$ cat config.mk
export PLATFORM = sky130hd
export DESIGN_NAME = ipi_tmr_intc
export DESIGN_NICKNAME = d
export VERILOG_FILES = /design/src/rtl/ipi_tmr_pkg.sv /design/src/rtl/ipi_tmr_decode.sv /design/src/rtl/ipi_tmr_ipi_bank.sv /design/src/rtl/ipi_tmr_tick_bank.sv /design/src/rtl/ipi_tmr_level_enc.sv /design/src/rtl/ipi_tmr_intc.sv
export SDC_FILE = /design/constraint.sdc
export NUM_CORES = 1
export LEC_CHECK = 0
export ABC_AREA = 1
export BUFFER_PORTS_ARGS = -buffer_cell sky130_fd_sc_hd__clkbuf_2
export CORE_UTILIZATION = 35
export CTS_CLUSTER_SIZE = 20
export DETAILED_ROUTE_END_ITERATION = 7
export HOLD_SLACK_MARGIN = 0.1
export PLACE_DENSITY = 0.92
export SETUP_SLACK_MARGIN = 0.15
export SYNTH_ARGS = -nofsm -noshare
export SYNTH_HDL_FRONTEND = slang
export SYNTH_HIERARCHICAL = 1
export SYNTH_SLANG_ARGS = --single-unit
$ cat constraint.sdc
create_clock -name clk -period 1.07 [get_ports clk]
set_input_delay 0.321 -clock clk [delete_from_list [all_inputs] [get_ports clk]]
set_output_delay 0.321 -clock clk [all_outputs]
set_load 0.005 [all_outputs]
$ cat src/rtl/ipi_tmr_pkg.sv
package ipi_tmr_pkg;
  localparam int SLOTS    = 4;
  localparam int REQ_LSB  = 12;
  localparam int CLR_LSB  = 8;
  localparam int ACK_LSB  = 4;
  localparam int NOOP_BIT = 28;
  localparam int LVL_W    = 2;

  typedef logic [SLOTS-1:0] cpu_vec_t;

  typedef enum logic [LVL_W-1:0] {
    LVL_NONE = 2'd0,
    LVL_DEV  = 2'd1,
    LVL_TMR  = 2'd2,
    LVL_IPI  = 2'd3
  } lvl_e;

  typedef struct packed {
    cpu_vec_t req;
    cpu_vec_t clr;
    cpu_vec_t ack;
  } wr_cmd_t;
endpackage

$ cat src/rtl/ipi_tmr_decode.sv
module ipi_tmr_decode
  import ipi_tmr_pkg::*;
#(
  parameter int NUM_CPU = 4
) (
  input  logic        wr_en,
  input  logic [31:0] wr_data,
  output wr_cmd_t     cmd
);
  localparam cpu_vec_t PRESENT = cpu_vec_t'((1 << NUM_CPU) - 1);

  logic live;

  always_comb begin
    live    = wr_en && !wr_data[NOOP_BIT];
    cmd     = '0;
    if (live) begin
      cmd.req = wr_data[REQ_LSB +: SLOTS] & PRESENT;
      cmd.clr = wr_data[CLR_LSB +: SLOTS] & PRESENT;
      cmd.ack = wr_data[ACK_LSB +: SLOTS] & PRESENT;
    end
  end

  always_comb begin
    // a write with the no-op bit set must produce no command at all
    a_r8_noop_silent: assert (!(wr_en && wr_data[NOOP_BIT]) || cmd == '0);
  end
endmodule

$ cat src/rtl/ipi_tmr_ipi_bank.sv
module ipi_tmr_ipi_bank
  import ipi_tmr_pkg::*;
(
  input  logic     clk,
  input  logic     rst_n,
  input  cpu_vec_t req,
  input  cpu_vec_t clr,
  output cpu_vec_t ipi_q,
  output logic     warn_dup_q,
  output logic     warn_idle_q
);
  cpu_vec_t after_clr;
  cpu_vec_t ipi_d;
  logic     ev_dup;
  logic     ev_idle;
  logic     ipi_en;
  logic     dup_d;
  logic     idle_d;

  always_comb begin
    after_clr = ipi_q & ~clr;
    ev_idle   = |(clr & ~ipi_q);
    ev_dup    = |(req & after_clr);
    ipi_d     = after_clr | req;
    ipi_en    = |(req | clr);
    dup_d     = warn_dup_q | ev_dup;
    idle_d    = warn_idle_q | ev_idle;
  end

  always_ff @(posedge clk or negedge rst_n) begin
    if (!rst_n) begin
      ipi_q       <= '0;
      warn_dup_q  <= 1'b0;
      warn_idle_q <= 1'b0;
    end else begin
      if (ipi_en) ipi_q <= ipi_d;
      if (ev_dup) warn_dup_q <= dup_d;
      if (ev_idle) warn_idle_q <= idle_d;
    end
  end

  // requested processors are pending after the edge
  a_r3_req_sets: assert property (@(posedge clk) disable iff (!rst_n)
    (req != '0) |=> ((ipi_q & $past(req)) == $past(req)));
  // withdrawn processors not re-requested are clear after the edge
  a_r4_clr_clears: assert property (@(posedge clk) disable iff (!rst_n)
    ((clr & ~req) != '0) |=> ((ipi_q & $past(clr & ~req)) == '0));
  // withdrawing an idle processor raises the idle flag
  a_r4_idle_flag: assert property (@(posedge clk) disable iff (!rst_n)
    ((clr & ~ipi_q) != '0) |=> warn_idle_q);
  // both flags are sticky
  a_r12_dup_sticky: assert property (@(posedge clk) disable iff (!rst_n)
    warn_dup_q |=> warn_dup_q);
  a_r12_idle_sticky: assert property (@(posedge clk) disable iff (!rst_n)
    warn_idle_q |=> warn_idle_q);
endmodule

$ cat src/rtl/ipi_tmr_tick_bank.sv
module ipi_tmr_tick_bank
  import ipi_tmr_pkg::*;
#(
  parameter int NUM_CPU = 4
) (
  input  logic     clk,
  input  logic     rst_n,
  input  logic     tick,
  input  cpu_vec_t ack,
  output cpu_vec_t tmr_q
);
  localparam cpu_vec_t PRESENT = cpu_vec_t'((1 << NUM_CPU) - 1);

  cpu_vec_t tmr_d;
  logic     tmr_en;

  always_comb begin
    tmr_d  = tmr_q & ~ack;
    if (tick) tmr_d = tmr_d | PRESENT;
    tmr_en = tick || (ack != '0);
  end

  always_ff @(posedge clk or negedge rst_n) begin
    if (!rst_n) tmr_q <= '0;
    else if (tmr_en) tmr_q <= tmr_d;
  end

  // after a tick every present processor has its timer bit
  a_r7_tick_posts: assert property (@(posedge clk) disable iff (!rst_n)
    tick |=> ((tmr_q & PRESENT) == PRESENT));
  // an acknowledge without a tick clears the acknowledged bits
  a_r6_ack_clears: assert property (@(posedge clk) disable iff (!rst_n)
    (!tick && ack != '0) |=> ((tmr_q & $past(ack)) == '0));
endmodule

$ cat src/rtl/ipi_tmr_level_enc.sv
module ipi_tmr_level_enc
  import ipi_tmr_pkg::*;
(
  input  cpu_vec_t                 ipi,
  input  cpu_vec_t                 tmr,
  input  cpu_vec_t                 dev,
  output logic [SLOTS*LVL_W-1:0]   lvl
);
  for (genvar g = 0; g < SLOTS; g++) begin : g_slot
    lvl_e code;
    always_comb begin
      if (ipi[g])      code = LVL_IPI;
      else if (tmr[g]) code = LVL_TMR;
      else if (dev[g]) code = LVL_DEV;
      else             code = LVL_NONE;
    end
    assign lvl[g*LVL_W +: LVL_W] = code;

    always_comb begin
      // a pending IPI dominates every lower source
      a_r11_ipi_top: assert (!ipi[g] || lvl[g*LVL_W +: LVL_W] == 2'd3);
    end
  end
endmodule

$ cat src/rtl/ipi_tmr_intc.sv
module ipi_tmr_intc
  import ipi_tmr_pkg::*;
#(
  parameter int NUM_CPU = 4
) (
  input  logic        clk,
  input  logic        rst_n,
  input  logic        wr_en,
  input  logic [31:0] wr_data,
  input  logic [1:0]  rd_cpu,
  output logic [31:0] rd_data,
  input  logic        tick,
  input  logic [3:0]  dev_irq,
  output logic [3:0]  ipi_irq,
  output logic [3:0]  tmr_irq,
  output logic [7:0]  cpu_lvl,
  output logic        warn_ipi_dup,
  output logic        warn_ipi_idle
);
  localparam cpu_vec_t PRESENT = cpu_vec_t'((1 << NUM_CPU) - 1);

  wr_cmd_t  cmd;
  cpu_vec_t ipi_q;
  cpu_vec_t tmr_q;
  cpu_vec_t dev_live;

  ipi_tmr_decode #(.NUM_CPU(NUM_CPU)) u_dec (
    .wr_en   (wr_en),
    .wr_data (wr_data),
    .cmd     (cmd)
  );

  ipi_tmr_ipi_bank u_ipi (
    .clk         (clk),
    .rst_n       (rst_n),
    .req         (cmd.req),
    .clr         (cmd.clr),
    .ipi_q       (ipi_q),
    .warn_dup_q  (warn_ipi_dup),
    .warn_idle_q (warn_ipi_idle)
  );

  ipi_tmr_tick_bank #(.NUM_CPU(NUM_CPU)) u_tmr (
    .clk   (clk),
    .rst_n (rst_n),
    .tick  (tick),
    .ack   (cmd.ack),
    .tmr_q (tmr_q)
  );

  assign dev_live = dev_irq & PRESENT;

  ipi_tmr_level_enc u_lvl (
    .ipi (ipi_q),
    .tmr (tmr_q),
    .dev (dev_live),
    .lvl (cpu_lvl)
  );

  always_comb begin
    rd_data = '0;
    rd_data[CLR_LSB +: SLOTS] = ipi_q;
    rd_data[ACK_LSB +: SLOTS] = tmr_q;
    rd_data[1:0]              = rd_cpu;
  end

  assign ipi_irq = ipi_q;
  assign tmr_irq = tmr_q;

  // absent processors never show a pending line
  a_r9_absent_quiet: assert property (@(posedge clk) disable iff (!rst_n)
    ((ipi_irq | tmr_irq) & ~PRESENT) == '0);
  // a no-op write leaves the IPI lines unchanged
  a_r8_noop_keeps: assert property (@(posedge clk) disable iff (!rst_n)
    (wr_en && wr_data[NOOP_BIT]) |=> $stable(ipi_irq));
endmodule

==> qor.tcl <==
set qor(status) {complete, but fails checks}
set qor(timing.critical_path.fanout_max) 4
set qor(met2_use_gr_pct) 29.7
set qor(global_route.peak_usage_layer) {met2}
set qor(synth_compound_gate_area_share_pct) 3.06
set qor(seq_area_frac_synth_pct) 27.9
set qor(tritoncts) {done}
set qor(rsz0062_at_grt) {yes}
set qor(drive_gt1_share_pct) 51.9
set qor(drt-vias-per-instance) 3.76
set qor(failing_checks) {setup timing}
set qor(first_pass_grt_wire_length_um) 2930
set qor(chipWidth_um) 52.7
set qor(numClockSinks) 10
set qor(post_synth_and_or_nand_nor_area_fraction_pct) 25.9
set qor(p_switching_w) 0.000391
set qor(core.rowCount) 17
set qor(final_period_minus_worst_setup_slack_ps) 1260
set qor(place.detailed.hpwl_um) 1410
set qor(path_clk_slew_ps) 70
set qor(switching_part_of_the_total_power_pct) 31.6
set qor(drt_drc_violations_left) 0
set qor(final.period_utilization_pct) 118
set qor(numPortBuffers) 46
set qor(power.combinational.fraction_pct) 36.8
set qor(max_cap_violations) 0
set qor(cts_made_buffers) 3
set qor(cts_max_level) 1
set qor(clk_latency_ps) 260
set qor(pwr-share-seq_pct) 36.3
set qor(coreArea_um2) 2320
set qor(worstPathRequired_ps) 750
set qor(groute.layer.met3.usage_pct) 3.19
set qor(final_cell_mix) {sky130_fd_sc_hd__clkbuf_2, sky130_fd_sc_hd__inv_1, sky130_fd_sc_hd__nand2_1, sky130_fd_sc_hd__conb_1, sky130_fd_sc_hd__dfrtp_1}
set qor(final_report_setup_violation_count) 26
set qor(power.density_cell_area_nw_per_um2) 989
set qor(async_s_r_ff_share_synth_pct) 100
set qor(antenna_left) 0
set qor(clock_power_share_pct) 27.0
set qor(initialDrtViolationCount) 7
set qor(largest_family_of_logic_cells_by_synthesized_area) {buffers and inverters}
set qor(initial_antenna_violation_count) 0
set qor(gpl.final_weighted_congestion) 0.724
set qor(via_count) 801
set qor(min_path_type) {in -> reg}
set qor(layout.nets) 228
set qor(most_frequent_standard_cell_in_the_layout_excluding_fill_and_tap_cells) {sky130_fd_sc_hd__clkbuf_2}
set qor(share_of_cell_area_taken_by_muxes_after_synthesis_pct) 0
set qor(worstPathArrival_ps) 940
set qor(groute.usage.overall_pct) 14.3
set qor(pin_count) 92
set qor(synth_edf_count) 0
set qor(register_bit_count_reported_by_yosys) 10
set qor(fin_hold_ws_ps) 287
set qor(detailedRoute.firstPassIterationCount) 3
set qor(synth.lib_cells_used.distinct) 17
set qor(area_growth_syn_to_layout_pct) 39.6
set qor(synth_flop_cell) {sky130_fd_sc_hd__dfrtp_1}
set qor(overall_die_area_um2) 2770
set qor(yosys.area.top_type) {sky130_fd_sc_hd__dfrtp_1}
set qor(timing.final.ws_setup_ps) -189
set qor(use_met1_pct) 13.4
set qor(final.fill_count) 235
set qor(type_of_the_worst_setup_path) {reg -> out}
set qor(grt_start_max_net_pins) 11
set qor(num_antenna_cells) 0
set qor(final_max_slew_viol_count) 0
set qor(route.detailed.wl_per_inst_um) 9.11
set qor(clock-skew-final_ps) 5.37
set qor(syn-mean-instance-area_um2) 6.91
set qor(yosysTopAreaCellShare_pct) 27.9
set qor(grt_pass1_vias) 759
set qor(vdd_drop_max_mv) 0.752
set qor(finalHoldViolCount) 0
set qor(initial_utilization_pct) 38.7
set qor(synth_area_um2) 898
set qor(dp_slack_ps) -140
set qor(netlist_instances) 130
set qor(internal_power_w) 0.000849
set qor(ctsLongestPathBuffers) 2
set qor(floorplan.die.height_um) 52.7
set qor(xor_xnor_portion_of_the_synthesized_cell_area_pct) 0
set qor(cts_root_buf) {sky130_fd_sc_hd__clkbuf_4}
set qor(drt_wl_total_um) 1940
set qor(cp-start-kind) {register}
set qor(fmaxAchievable_mhz) 794
set qor(synth_adder_area_share_pct) 0
set qor(cellLeakagePower_nw) 0.753
set qor(aggregate_global_routing_overflow) 0
set qor(yosys_warnings) 6
set qor(end_kind) {primary output}
set qor(netlist_top_cells_area) {sky130_fd_sc_hd__dfrtp_1, sky130_fd_sc_hd__buf_4, sky130_fd_sc_hd__inv_1, sky130_fd_sc_hd__nand2_1, sky130_fd_sc_hd__nor2_2}
per-layer routing:
layer | part of all wire, % | vias to the layer above
li1 | - | 422
met1 | 36 | 343
met2 | 56 | 34
met3 | 6.2 | 2
met4 | 0.88 | 0
met5 | 0 | -
registers in the layout, summed over array words and instances (netlist names):
signal             cells
u_tmr/tmr_q            4
u_ipi/ipi_q            4
u_ipi/warn_idle_q      1
u_ipi/warn_dup_q       1
layout make-up:
type                    count  area, µm²  area share [%]
multi-input cells          73        388            30.9
flip-flops and latches     10        250            20.0
inverters                  35        148            11.8
repair buffers             63        397            31.6
clock buffers               4       36.3            2.89
well taps                  28       35.0            2.79
worst paths after layout:
| check | start | to | slack [ps] | depth (start not counted) |
|---|---|---|---|---|
| setup / recovery | u_ipi/ipi_q[3]$_DFFE_PN0P_ | cpu_lvl[6] | -190 | 3 |
| hold / removal | tick | u_tmr/tmr_q[1]$_DFFE_PN0P_ | 290 | 3 |
| setup reg to reg | u_ipi/ipi_q[3]$_DFFE_PN0P_ | u_ipi/warn_dup_q$_DFFE_PN0P_ | 80 | 5 |
| hold reg to reg | u_ipi/warn_idle_q$_DFFE_PN0P_ | u_ipi/warn_idle_q$_DFFE_PN0P_ | 510 | 2 |
| max in group asynchronous | rst_n | u_ipi/warn_idle_q$_DFFE_PN0P_ | 410 | 2 |
| min in group asynchronous | rst_n | u_tmr/tmr_q[1]$_DFFE_PN0P_ | 450 | 2 |
cell usage after synthesis (2+ instances only):
master / count
sky130_fd_sc_hd__nor2_1: 2
sky130_fd_sc_hd__inv_1: 33
sky130_fd_sc_hd__nand3b_1: 2
sky130_fd_sc_hd__nand2_1: 27
sky130_fd_sc_hd__dfrtp_1: 10
sky130_fd_sc_hd__nand2_2: 2
sky130_fd_sc_hd__buf_4: 32
sky130_fd_sc_hd__o21bai_1: 3
sky130_fd_sc_hd__nor2_2: 11
critical path, cell delays in order (launching register included):
cell	delay (ps)
sky130_fd_sc_hd__dfrtp_1	430
sky130_fd_sc_hd__inv_1	90
sky130_fd_sc_hd__nand2_1	50
sky130_fd_sc_hd__clkbuf_2	100
through the flow:
step,instance area (µm²),cells,util [%],TNS (ps),total power [W]
floorplan,1010,151,-,0,0.000720
global route,1250,213,54.1,-4840,0.00134
CTS,1190,210,51.3,-3320,0.00118
global placement,1030,194,44.6,-481,0.000761
detailed placement,1030,194,44.6,-641,0.000772
finish,1250,213,54.1,-3580,0.00124
power groups by stage:
stage	logic [W]	clock network, W	registers, W
after floorplan	0.000268	0	0.000453
after global placement	0.000303	0	0.000458
after detailed placement	0.000311	0	0.000461
after CTS	0.000395	0.000344	0.000445
after global routing	0.000514	0.000367	0.000454
final	0.000456	0.000334	0.000449
what timing repair did:
action | in CTS | in global routing
cloned | 0 | 0
buffers inserted | 11 | 3
pin swaps | 6 | 7
resized for setup | 7 | 20
setup endpoints to repair | 27 | 28
endpoints found under the hold margin | 10 | 0
hold buffers | 1 | 0
kinds of logic after synthesis:
family	count (synthesis)
buffers and inverters	68
AND/OR/NAND/NOR	47
flip-flops	10
AO/OA/AOI/OAI	4
other	1
Power figures use the tool's default switching activity.
